File: src/rtl/rxq_pkg.sv
package rxq_pkg;
    // Flag positions inside a stored word, counted from the top of the character field
    localparam int FLAG_PAR  = 0;
    localparam int FLAG_BRK  = 1;
    localparam int FLAG_FRM  = 2;
    localparam int FLAG_OVR  = 3;
    localparam int FLAG_ERR  = 4;
    localparam int FLAG_RDY  = 5;
    localparam int FLAG_BITS = 6;

    typedef struct packed {
        logic rx_ready;
        logic data_ready;
        logic ovr;
        logic age;
        logic brk;
    } rxq_status_t;
endpackage

File: src/rtl/rxq_store.sv
module rxq_store #(
    parameter int WIDTH = 13,
    parameter int DEPTH = 32,
    localparam int PTR_W = (DEPTH > 1) ? $clog2(DEPTH) : 1,
    localparam int CNT_W = $clog2(DEPTH + 1)
) (
    input  logic             clk,
    input  logic             rst_n,
    input  logic             clear,
    input  logic             wr_en,
    input  logic [WIDTH-1:0] wr_data,
    input  logic             rd_en,
    output logic [WIDTH-1:0] head_data,
    output logic [CNT_W-1:0] fill
);
    typedef struct packed {
        logic [PTR_W-1:0] wp;
        logic [PTR_W-1:0] rp;
        logic [CNT_W-1:0] cnt;
    } ptr_t;

    ptr_t             s_d, s_q;
    logic [WIDTH-1:0] mem [DEPTH];

    function automatic logic [PTR_W-1:0] step(input logic [PTR_W-1:0] p);
        return (p == PTR_W'(DEPTH - 1)) ? '0 : p + 1'b1;
    endfunction

    always_comb begin
        s_d = s_q;
        if (clear) begin
            s_d = '0;
        end else begin
            if (wr_en) s_d.wp = step(s_q.wp);
            if (rd_en) s_d.rp = step(s_q.rp);
            case ({wr_en, rd_en})
                2'b10:   s_d.cnt = s_q.cnt + 1'b1;
                2'b01:   s_d.cnt = s_q.cnt - 1'b1;
                default: s_d.cnt = s_q.cnt;
            endcase
        end
    end

    always_ff @(posedge clk or negedge rst_n) begin
        if (!rst_n) s_q <= '0;
        else        s_q <= s_d;
    end

    always_ff @(posedge clk) begin
        if (wr_en && !clear) mem[s_q.wp] <= wr_data;
    end

    assign head_data = mem[s_q.rp];
    assign fill      = s_q.cnt;
endmodule

File: src/rtl/rxq_age.sv
module rxq_age #(
    parameter int AGE_CYCLES = 6944,
    localparam int TW = $clog2(AGE_CYCLES + 1)
) (
    input  logic clk,
    input  logic rst_n,
    input  logic clear,
    input  logic restart,
    input  logic run_ok,
    output logic expire,
    output logic armed
);
    typedef struct packed {
        logic          armed;
        logic [TW-1:0] tick;
    } age_t;

    age_t t_d, t_q;
    logic at_end;

    assign at_end = t_q.armed && (t_q.tick == TW'(AGE_CYCLES - 1));

    always_comb begin
        t_d = t_q;
        if (clear) begin
            t_d = '0;
        end else if (restart) begin
            t_d.armed = run_ok;
            t_d.tick  = '0;
        end else if (at_end) begin
            t_d = '0;
        end else if (t_q.armed) begin
            t_d.tick = t_q.tick + 1'b1;
        end
    end

    always_ff @(posedge clk or negedge rst_n) begin
        if (!rst_n) t_q <= '0;
        else        t_q <= t_d;
    end

    assign expire = at_end && !clear && !restart;
    assign armed  = t_q.armed;
endmodule

File: src/rtl/uart_rx_buffer.sv
module uart_rx_buffer
    import rxq_pkg::*;
#(
    parameter int CHAR_W     = 8,
    parameter int DEPTH      = 32,
    parameter int AGE_CYCLES = 6944,
    localparam int CNT_W  = $clog2(DEPTH + 1),
    localparam int WORD_W = CHAR_W + FLAG_BITS,
    localparam int STORE_W = WORD_W - 1
) (
    input  logic              clk,
    input  logic              rst_n,
    input  logic              soft_rst,
    input  logic              rx_valid,
    input  logic [CHAR_W-1:0] rx_char,
    input  logic              rx_parity_err,
    input  logic              rx_frame_err,
    input  logic              rx_break,
    input  logic [CNT_W-1:0]  trig_level,
    input  logic              pop_req,
    input  logic              clr_overrun,
    input  logic              clr_age,
    input  logic              clr_break,
    output logic [WORD_W-1:0] pop_word,
    output logic [CNT_W-1:0]  fill_count,
    output logic              rx_ready,
    output logic              data_ready,
    output logic              rx_empty,
    output logic              overrun_flag,
    output logic              age_flag,
    output logic              break_flag
);
    rxq_status_t        st_d, st_q;
    logic               push_evt, is_full, last_slot, wr_en, rd_en;
    logic               age_expire, age_armed, age_restart, age_run_ok;
    logic [CNT_W-1:0]   fill, fill_next;
    logic [STORE_W-1:0] in_word, head_word;
    logic               in_par, in_frm, in_ovr;

    assign push_evt  = rx_valid | rx_break;
    assign is_full   = (fill == CNT_W'(DEPTH));
    assign last_slot = (fill == CNT_W'(DEPTH - 1));
    assign wr_en     = push_evt && !is_full && !soft_rst;
    assign rd_en     = pop_req && (fill != '0) && !soft_rst;
    assign fill_next = fill + CNT_W'(wr_en) - CNT_W'(rd_en);

    // Incoming word; a break replaces the character with zero
    always_comb begin
        in_par = rx_parity_err && !rx_break;
        in_frm = rx_frame_err || rx_break;
        in_ovr = last_slot;
        in_word = '0;
        in_word[CHAR_W-1:0]       = rx_break ? '0 : rx_char;
        in_word[CHAR_W + FLAG_PAR] = in_par;
        in_word[CHAR_W + FLAG_BRK] = rx_break;
        in_word[CHAR_W + FLAG_FRM] = in_frm;
        in_word[CHAR_W + FLAG_OVR] = in_ovr;
        in_word[CHAR_W + FLAG_ERR] = in_par | in_frm | in_ovr;
    end

    rxq_store #(.WIDTH(STORE_W), .DEPTH(DEPTH)) u_store (
        .clk       (clk),
        .rst_n     (rst_n),
        .clear     (soft_rst),
        .wr_en     (wr_en),
        .wr_data   (in_word),
        .rd_en     (rd_en),
        .head_data (head_word),
        .fill      (fill)
    );

    // Status flags: clears first so that a set in the same cycle wins
    always_comb begin
        st_d = st_q;
        if (clr_overrun) st_d.ovr = 1'b0;
        if (clr_age)     st_d.age = 1'b0;
        if (clr_break)   st_d.brk = 1'b0;
        if (push_evt) begin
            st_d.data_ready = 1'b1;
            if (fill_next >= trig_level) st_d.rx_ready = 1'b1;
            if (is_full)  st_d.ovr = 1'b1;
            if (rx_break) st_d.brk = 1'b1;
        end else if (rd_en) begin
            if (fill_next < trig_level) st_d.rx_ready = 1'b0;
            if (fill_next == '0)        st_d.data_ready = 1'b0;
        end
        if (age_expire) st_d.age = 1'b1;
        if (soft_rst)   st_d = '0;
    end

    always_ff @(posedge clk or negedge rst_n) begin
        if (!rst_n) st_q <= '0;
        else        st_q <= st_d;
    end

    assign age_restart = push_evt | rd_en;
    assign age_run_ok  = (fill_next != '0) && !st_d.rx_ready;

    rxq_age #(.AGE_CYCLES(AGE_CYCLES)) u_age (
        .clk     (clk),
        .rst_n   (rst_n),
        .clear   (soft_rst),
        .restart (age_restart),
        .run_ok  (age_run_ok),
        .expire  (age_expire),
        .armed   (age_armed)
    );

    assign pop_word     = (pop_req && fill != '0) ? {1'b1, head_word} : '0;
    assign fill_count   = fill;
    assign rx_ready     = st_q.rx_ready;
    assign data_ready   = st_q.data_ready;
    assign rx_empty     = !st_q.data_ready;
    assign overrun_flag = st_q.ovr;
    assign age_flag     = st_q.age;
    assign break_flag   = st_q.brk;
endmodule

File: config.mk
export PLATFORM = sky130hd
export DESIGN_NAME = uart_rx_buffer
export DESIGN_NICKNAME = d
export VERILOG_FILES = /design/src/rtl/rxq_pkg.sv /design/src/rtl/rxq_store.sv /design/src/rtl/rxq_age.sv /design/src/rtl/uart_rx_buffer.sv
export SDC_FILE = /design/constraint.sdc
export NUM_CORES = 1
export LEC_CHECK = 0
export BUFFER_PORTS_ARGS = -buffer_cell sky130_fd_sc_hd__buf_2
export CAP_MARGIN = 20
export CELL_PAD_IN_SITES_DETAIL_PLACEMENT = 1
export CELL_PAD_IN_SITES_GLOBAL_PLACEMENT = 1
export CORE_MARGIN = 2
export CORE_UTILIZATION = 39
export DETAILED_ROUTE_END_ITERATION = 10
export PLACE_DENSITY = 0.57
export SLEW_MARGIN = 30
export SYNTH_ARGS = -nofsm -noshare
export SYNTH_HDL_FRONTEND = slang
export SYNTH_SLANG_ARGS = --single-unit
File: constraint.sdc
create_clock -name clk -period 5.4 [get_ports clk]
set_clock_uncertainty 0.1 [all_clocks]
set_input_delay 0.27 -clock clk [delete_from_list [all_inputs] [get_ports clk]]
set_output_delay 0.27 -clock clk [all_outputs]
set_load 0.02 [all_outputs]
* Word level (Yosys, flattened, before mapping)
Memories as Yosys holds them, arrays and structs flattened.
Index checks and enable logic that the tools add are counted.
** Operators by class
- Add/subtract/negate cells :: 7
- $lt $le $gt $ge :: 2
- Equality and inequality tests :: 7
- Mux-type cells :: 29
- Bitwise gates (word level) :: 4
- Reduce and logical (&&, ||, !) cells :: 29
** Operator list (count)
- two-way mux 14 bit :: 3
- two-way mux 13 bit :: 2
- two-way mux 5 bit :: 5
- two-way mux 16 bit :: 1
- nonzero test 3 bit :: 5
- two-way mux 1 bit :: 14
- adder 13 x 1 -> 13 bit (second input constant) :: 1
- equality test 13 bit (second input constant) :: 1
- one-hot mux 6 bit (2 select lines) :: 1
- nonzero test 6 bit :: 2
- adder 5 x 1 -> 5 bit (second input constant) :: 2
- equality test 5 bit (second input constant) :: 2
- logical AND 1 bit :: 10
- two-way mux 8 bit :: 1
- adder 6 x 1 -> 6 bit :: 1
- adder 6 x 1 -> 6 bit (second input constant) :: 1
- equality test 6 x 5 -> 1 bit (second input constant) :: 1
- equality test 6 bit (second input constant) :: 1
- >= comparator 6 bit :: 1
- zero test 1 bit :: 6
- zero test 6 bit :: 1
- less-than comparator 6 bit :: 1
- subtractor 6 x 1 -> 6 bit :: 1
- subtractor 6 x 1 -> 6 bit (second input constant) :: 1
- 8 further kinds :: 13
** Storage, ports and cells
- Register bits after elaboration :: 35
- RAM bits :: 416
- Bits of input ports :: 25
- Output and inout bits :: 26
- Word-level logic and storage cells :: 89
- Memories :: 1
** Memories
- u_store.mem :: depth 32, bits a word 13, read ports 1, clocked after Yosys merged registers in 0, wr ports 1, line rxq_store.sv:23 : logic [WIDTH-1:0] mem [DEPTH];

* Depth between registers and ports, before layout
- Word-level depth :: 15
- Gate-level depth with buffers :: 19
- Depth with buffers taken out :: 18

* Modules after synthesis
From an unflattened synthesis, not the netlist that was laid out.
** Second synthesis, totals
- Cell total of the unflattened synthesis :: 1128
- Area, all modules :: 18920.6 µm²
** Modules (own cells, without submodules)
- rxq_store :: times used 1, cells each 920, area an instance 17156.5 µm², seq. area each 12892.4 µm²
- uart_rx_buffer :: times used 1, cells each 123, area an instance 923.4 µm², seq. area each 125.1 µm²
- rxq_age :: times used 1, cells each 85, area an instance 840.8 µm², seq. area each 350.3 µm²

* Least setup slack after synthesis
No wires, ideal clock.
- Path type :: reg-to-reg
- Start point :: reg u_store.s_q, in the netlist u_store.fill[2]
- End point :: reg u_age.t_q, in the netlist u_age.armed
- Library setup time :: 0.082 ns
- Arrival time :: 3.730 ns
- Slack :: 1.488 ns
- Stages on the path, launching flop included :: 20
- Path buffers :: 1
- Period minus slack after synthesis :: 3.912 ns
- Cells stage by stage :: dfrtp_1 -> inv_1 -> ha_1 -> a31o_2 -> buf_2 -> nor2_1 -> inv_1 -> ha_1 -> inv_1 -> ha_1 -> fa_1 -> a21oi_1 -> o21bai_1 -> xnor2_1 -> ha_1 -> nand4_1 -> nor2_1 -> or3_1 -> a221o_1 -> o22ai_1
** On the way
- Longest elaborated chain between the ends :: 15
** RTL lines
- start: declaration :: line rxq_store.sv:22 : ptr_t s_d, s_q;
- start signal: assignment :: line rxq_store.sv:45 : if (!rst_n) s_q <= '0;
- start signal: assignment :: line rxq_store.sv:46 : else s_q <= s_d;
- equality test 6 bit :: line uart_rx_buffer.sv:41 : assign is_full = (fill == CNT_W'(DEPTH));
- zero test 1 bit :: line uart_rx_buffer.sv:43 : assign wr_en = push_evt && !is_full && !soft_rst;
- logical AND 1 bit (2 in a row) :: line uart_rx_buffer.sv:43
- adder 6 x 1 -> 6 bit :: line uart_rx_buffer.sv:45 : assign fill_next = fill + CNT_W'(wr_en) - CNT_W'(rd_en);
- subtractor 6 x 1 -> 6 bit :: line uart_rx_buffer.sv:45
- less-than comparator 6 bit :: line uart_rx_buffer.sv:84 : if (fill_next < trig_level) st_d.rx_ready = 1'b0;
- two-way mux 1 bit :: line uart_rx_buffer.sv:84
- two-way mux 2 bit :: line uart_rx_buffer.sv:83 : end else if (rd_en) begin
- two-way mux 2 bit :: line uart_rx_buffer.sv:78 : if (push_evt) begin
- two-way mux 5 bit :: line uart_rx_buffer.sv:88 : if (soft_rst) st_d = '0;
- zero test 1 bit :: line uart_rx_buffer.sv:97 : assign age_run_ok = (fill_next != '0) && !st_d.rx_ready;
- logical AND 1 bit :: line uart_rx_buffer.sv:97
- two-way mux 14 bit :: line rxq_age.sv:27 : end else if (restart) begin
- two-way mux 14 bit :: line rxq_age.sv:25 : if (clear) begin
- end signal: assignment :: line rxq_age.sv:39 : else t_q <= t_d;
- end: declaration :: line rxq_age.sv:18 : age_t t_d, t_q;
Parallel ways exist; a longest one is shown, timed or not. The select of a mux whose other input is x is not followed.
A chain may end at the register's enable or synchronous reset.

* Worst setup path in the final report
- Start point :: reg u_store.s_q, in the netlist u_store.fill[3]
- End point :: reg u_age.t_q, in the netlist u_age.armed
The elaborated chain is that of the path after synthesis.

==> run_results.csv <==
group,metric,value,unit
run_status,status,"completed",
power,peakVddDrop,0.0002117,V
yosys,netlist_area,18880,sq um
placed_design,dp.cells,1632,
critical_path,crit_family,"adder cells",
routing,drt_iter0_markers,850,
routing,wl,45480,microns
routing,detail-route-antenna-nets,0,
placed_design,place_ws,899.8,ps
clocking,cts_sinks,451,
clocking,postCtsSetupBuffers,0,
floorplan,die_w,224.0,microns
placed_design,place.port_buffers,50,
critical_path,slowest_delay,480,ps
floorplan,die_h,224.0,microns
power,power_leakage,7.058,nW
floorplan,start_util,0.3955,
timing,slew_violations,0,
timing,tns,0,ps
job,drv_cap,0,
yosys,synthFlopType,"edfxtp_1",
yosys,synth-seq-cells,451,
yosys,avgSynthCellArea,19.45,sq um
yosys,netlist_instances,971,
timing,hold_ws,25.00,ps
yosys,synth-seq-area-share,0.7080,
critical_path,cp_num_cells,17,
routing,first_pass_iters,5,
critical_path,crit_required,5780,ps
cells_and_area,syn_to_final_growth,13.98,%
timing,finalCritPeriodShare,0.8282,
timing,finalHoldViolations,0,
routing,viasPerCell,5.460,
timing,relSlewSlack,0.3887,
clocking,path_clk_slew,60,ps
placed_design,dp_hpwl,28000,microns
critical_path,r2r-end,"u_age.armed",
cells_and_area,nets,1130,
cells_and_area,fin_area,21520,sq um
worst_hold_path,hold_path_class,"in -> reg",
placed_design,placed_area,19980,sq um
clocking,root_buffer,"clkbuf_16",
critical_path,cpMostUsedCell,"ha_1",
global_route,first_global_vias,10225,
critical_path,startpoint_type,"flop",
global_route,overflow,0,
cells_and_area,utilization,0.4507,
yosys,synth_edf_count,416,
timing,max_freq,0.2236,GHz
critical_path,crit_end,"u_age.armed",
critical_path,crit_type,"reg -> reg",
yosys,syn_nets,1029,
critical_path,worstPathMaxFanout,13,
power,power,9.180,mW
global_route,grt_use_total,0.1873,
critical_path,reg2reg_slack,930,ps
clocking,cts_made_buffers,49,
critical_path,critical_path.startpoint,"u_store.fill[3]",
cells_and_area,drive_gt1_frac,0.2635,
timing,setup_ws,927.9,ps
critical_path,worstRegToRegCells,17,
routing,drc,0,
yosys,yosysWarningCount,0,
cells_and_area,instances_no_fill,1725,
floorplan,core,47750,sq um
critical_path,endpoint_kind,"flop",
timing,rsz0062_at_grt,"no",
critical_path,crit_chain,"inv_1 -> ha_1 -> nand4bb_1 -> nand2_1 -> nor2_1 -> ha_1 -> inv_1 -> ha_1 -> nand3_1 -> a2111oi_0 -> a211oi_1 -> ha_1 -> nand4_1 -> nor2_1 -> or3_1 -> a221o_1 -> o22ai_1",
cells_and_area,final_common_cell,"edfxtp_1",
yosys,ys_types,61,
floorplan,rows,80,
power,power_density,426.6,nW/um^2
critical_path,critPathSlowestCell,"ha_1",
clocking,cts_tree,"yes",
cells_and_area,final_cell_mix,"edfxtp_1 (416), mux4_2 (88), nor2_1 (64), clkbuf_16 (49), buf_2 (49)",
floorplan,io_pins,51,
timing,tightest_slew,916.0,ps
global_route,antenna_found_initial,1,
clocking,insertion_delay,570,ps
global_route,grt_max_degree,46,
routing,wl_per_cell,26.36,microns
global_route,grt_pass1_wl,68420,microns
routing,vias,9419,
timing,finalCriticalPeriod,4472,ps
timing,finalSetupViolCount,0,
clocking,ctsLongestPathBuffers,3,
critical_path,r2r-start,"u_store.fill[3]",
critical_path,cp_data_arrival_time,4860,ps
critical_path,crit_buf_inv,2,
yosys,async_flop_share,0.07761,
clocking,htree_num_levels,2,
floorplan,dieArea,50190,sq um
placed_design,routabilityCongestion,0.7384,
[power by group]
| part | internal (mW) | switching [mW] |
|---|---|---|
| sequential | 3.89 | 0.166 |
| combinational | 0.911 | 1.04 |
| clock | 1.81 | 1.36 |
| total | 6.61 | 2.57 |
[Yosys cell counts (5+ instances only)]
| master | instances | share of area |
|---|---|---|
| buf_4 | 11 | 0.0044 |
| mux4_2 | 88 | 0.10 |
| xnor2_1 | 12 | 0.0056 |
| buf_2 | 14 | 0.0037 |
| o21ai_0 | 7 | 0.0019 |
| mux4_1 | 29 | 0.040 |
| xor2_1 | 6 | 0.0028 |
| ha_1 | 31 | 0.021 |
| a21oi_1 | 18 | 0.0048 |
| a221oi_2 | 13 | 0.010 |
| nor2b_1 | 11 | 0.0036 |
| o221ai_1 | 14 | 0.0065 |
| edfxtp_1 | 416 | 0.66 |
| mux2i_1 | 15 | 0.0080 |
| buf_6 | 12 | 0.0072 |
| nor3_1 | 10 | 0.0027 |
| clkbuf_1 | 8 | 0.0016 |
| clkinv_1 | 13 | 0.0026 |
| dfrtp_1 | 35 | 0.046 |
| or3_1 | 8 | 0.0027 |
| nand2_1 | 26 | 0.0052 |
| and3_1 | 5 | 0.0017 |
| inv_1 | 28 | 0.0056 |
| nand3_1 | 8 | 0.0021 |
| nor2_1 | 67 | 0.013 |
[what timing repair did]
item	4_1_cts	5_1_grt
setup endpoints to repair	0	0
gates resized for setup	0	0
endpoints found under the hold margin	38	0
hold buffers	4	0
[registers in the layout, summed over array words and instances, names as in the netlist]
signal,flops
u_store.mem,416
u_age.t_q,13
u_store.s_q,10
u_store.fill,6
age_flag,1
break_flag,1
data_ready,1
overrun_flag,1
rx_ready,1
u_age.armed,1
[worst min-delay path by stage]
| stage | from | to | cells after the start |
|---|---|---|---|
| after floorplan | rst_n | age_flag | 0 |
| final | rx_valid | rx_ready | 3 |
| after detailed placement | rst_n | u_age.t_q[6] | 1 |
| after global placement | rst_n | u_age.t_q[10] | 1 |
| after global routing | rx_valid | rx_ready | 3 |
| after CTS | rx_valid | rx_ready | 3 |
[cell type report]
class                      count  area (sq um)
clock buffer                  59          1264
antenna                        2         5.005
fill                        4437         26230
clock inverter                28         227.7
timing repair buffer         102         685.7
multi-input combinational    427          5039
sequential                   451         13380
tap                          615         769.5
inverter                      41         153.9
[worst min-delay path: stages]
cell     delay [ps]
buf_2           110
or3_1           130
and3b_1         150
[per-layer routing]
layer | GRT usage | vias to the layer above | share of wire
li1 | - | 4150 | -
met1 | 0.2642 | 5037 | 0.46
met2 | 0.3071 | 169 | 0.49
met3 | 0.02374 | 63 | 0.034
met4 | 0.05312 | 0 | 0.022
met5 | 0 | - | 0
[cells by family (layout without fill, tap and decap cells)]
logic type               Yosys count  in the layout  share of synthesized area
adder cells (fa/ha/maj)           33             33                    0.02266
buffers and inverters             93            230                    0.02843
AND/OR/NAND/NOR                  167            167                    0.04420
AO/OA/AOI/OAI                     77             77                    0.03512
multiplexers                     132            132                     0.1533
XOR/XNOR                          18             18                   0.008349
other                              0              2                          0
flip-flops                       451            451                     0.7080
(Power assumes the default switching activity.)
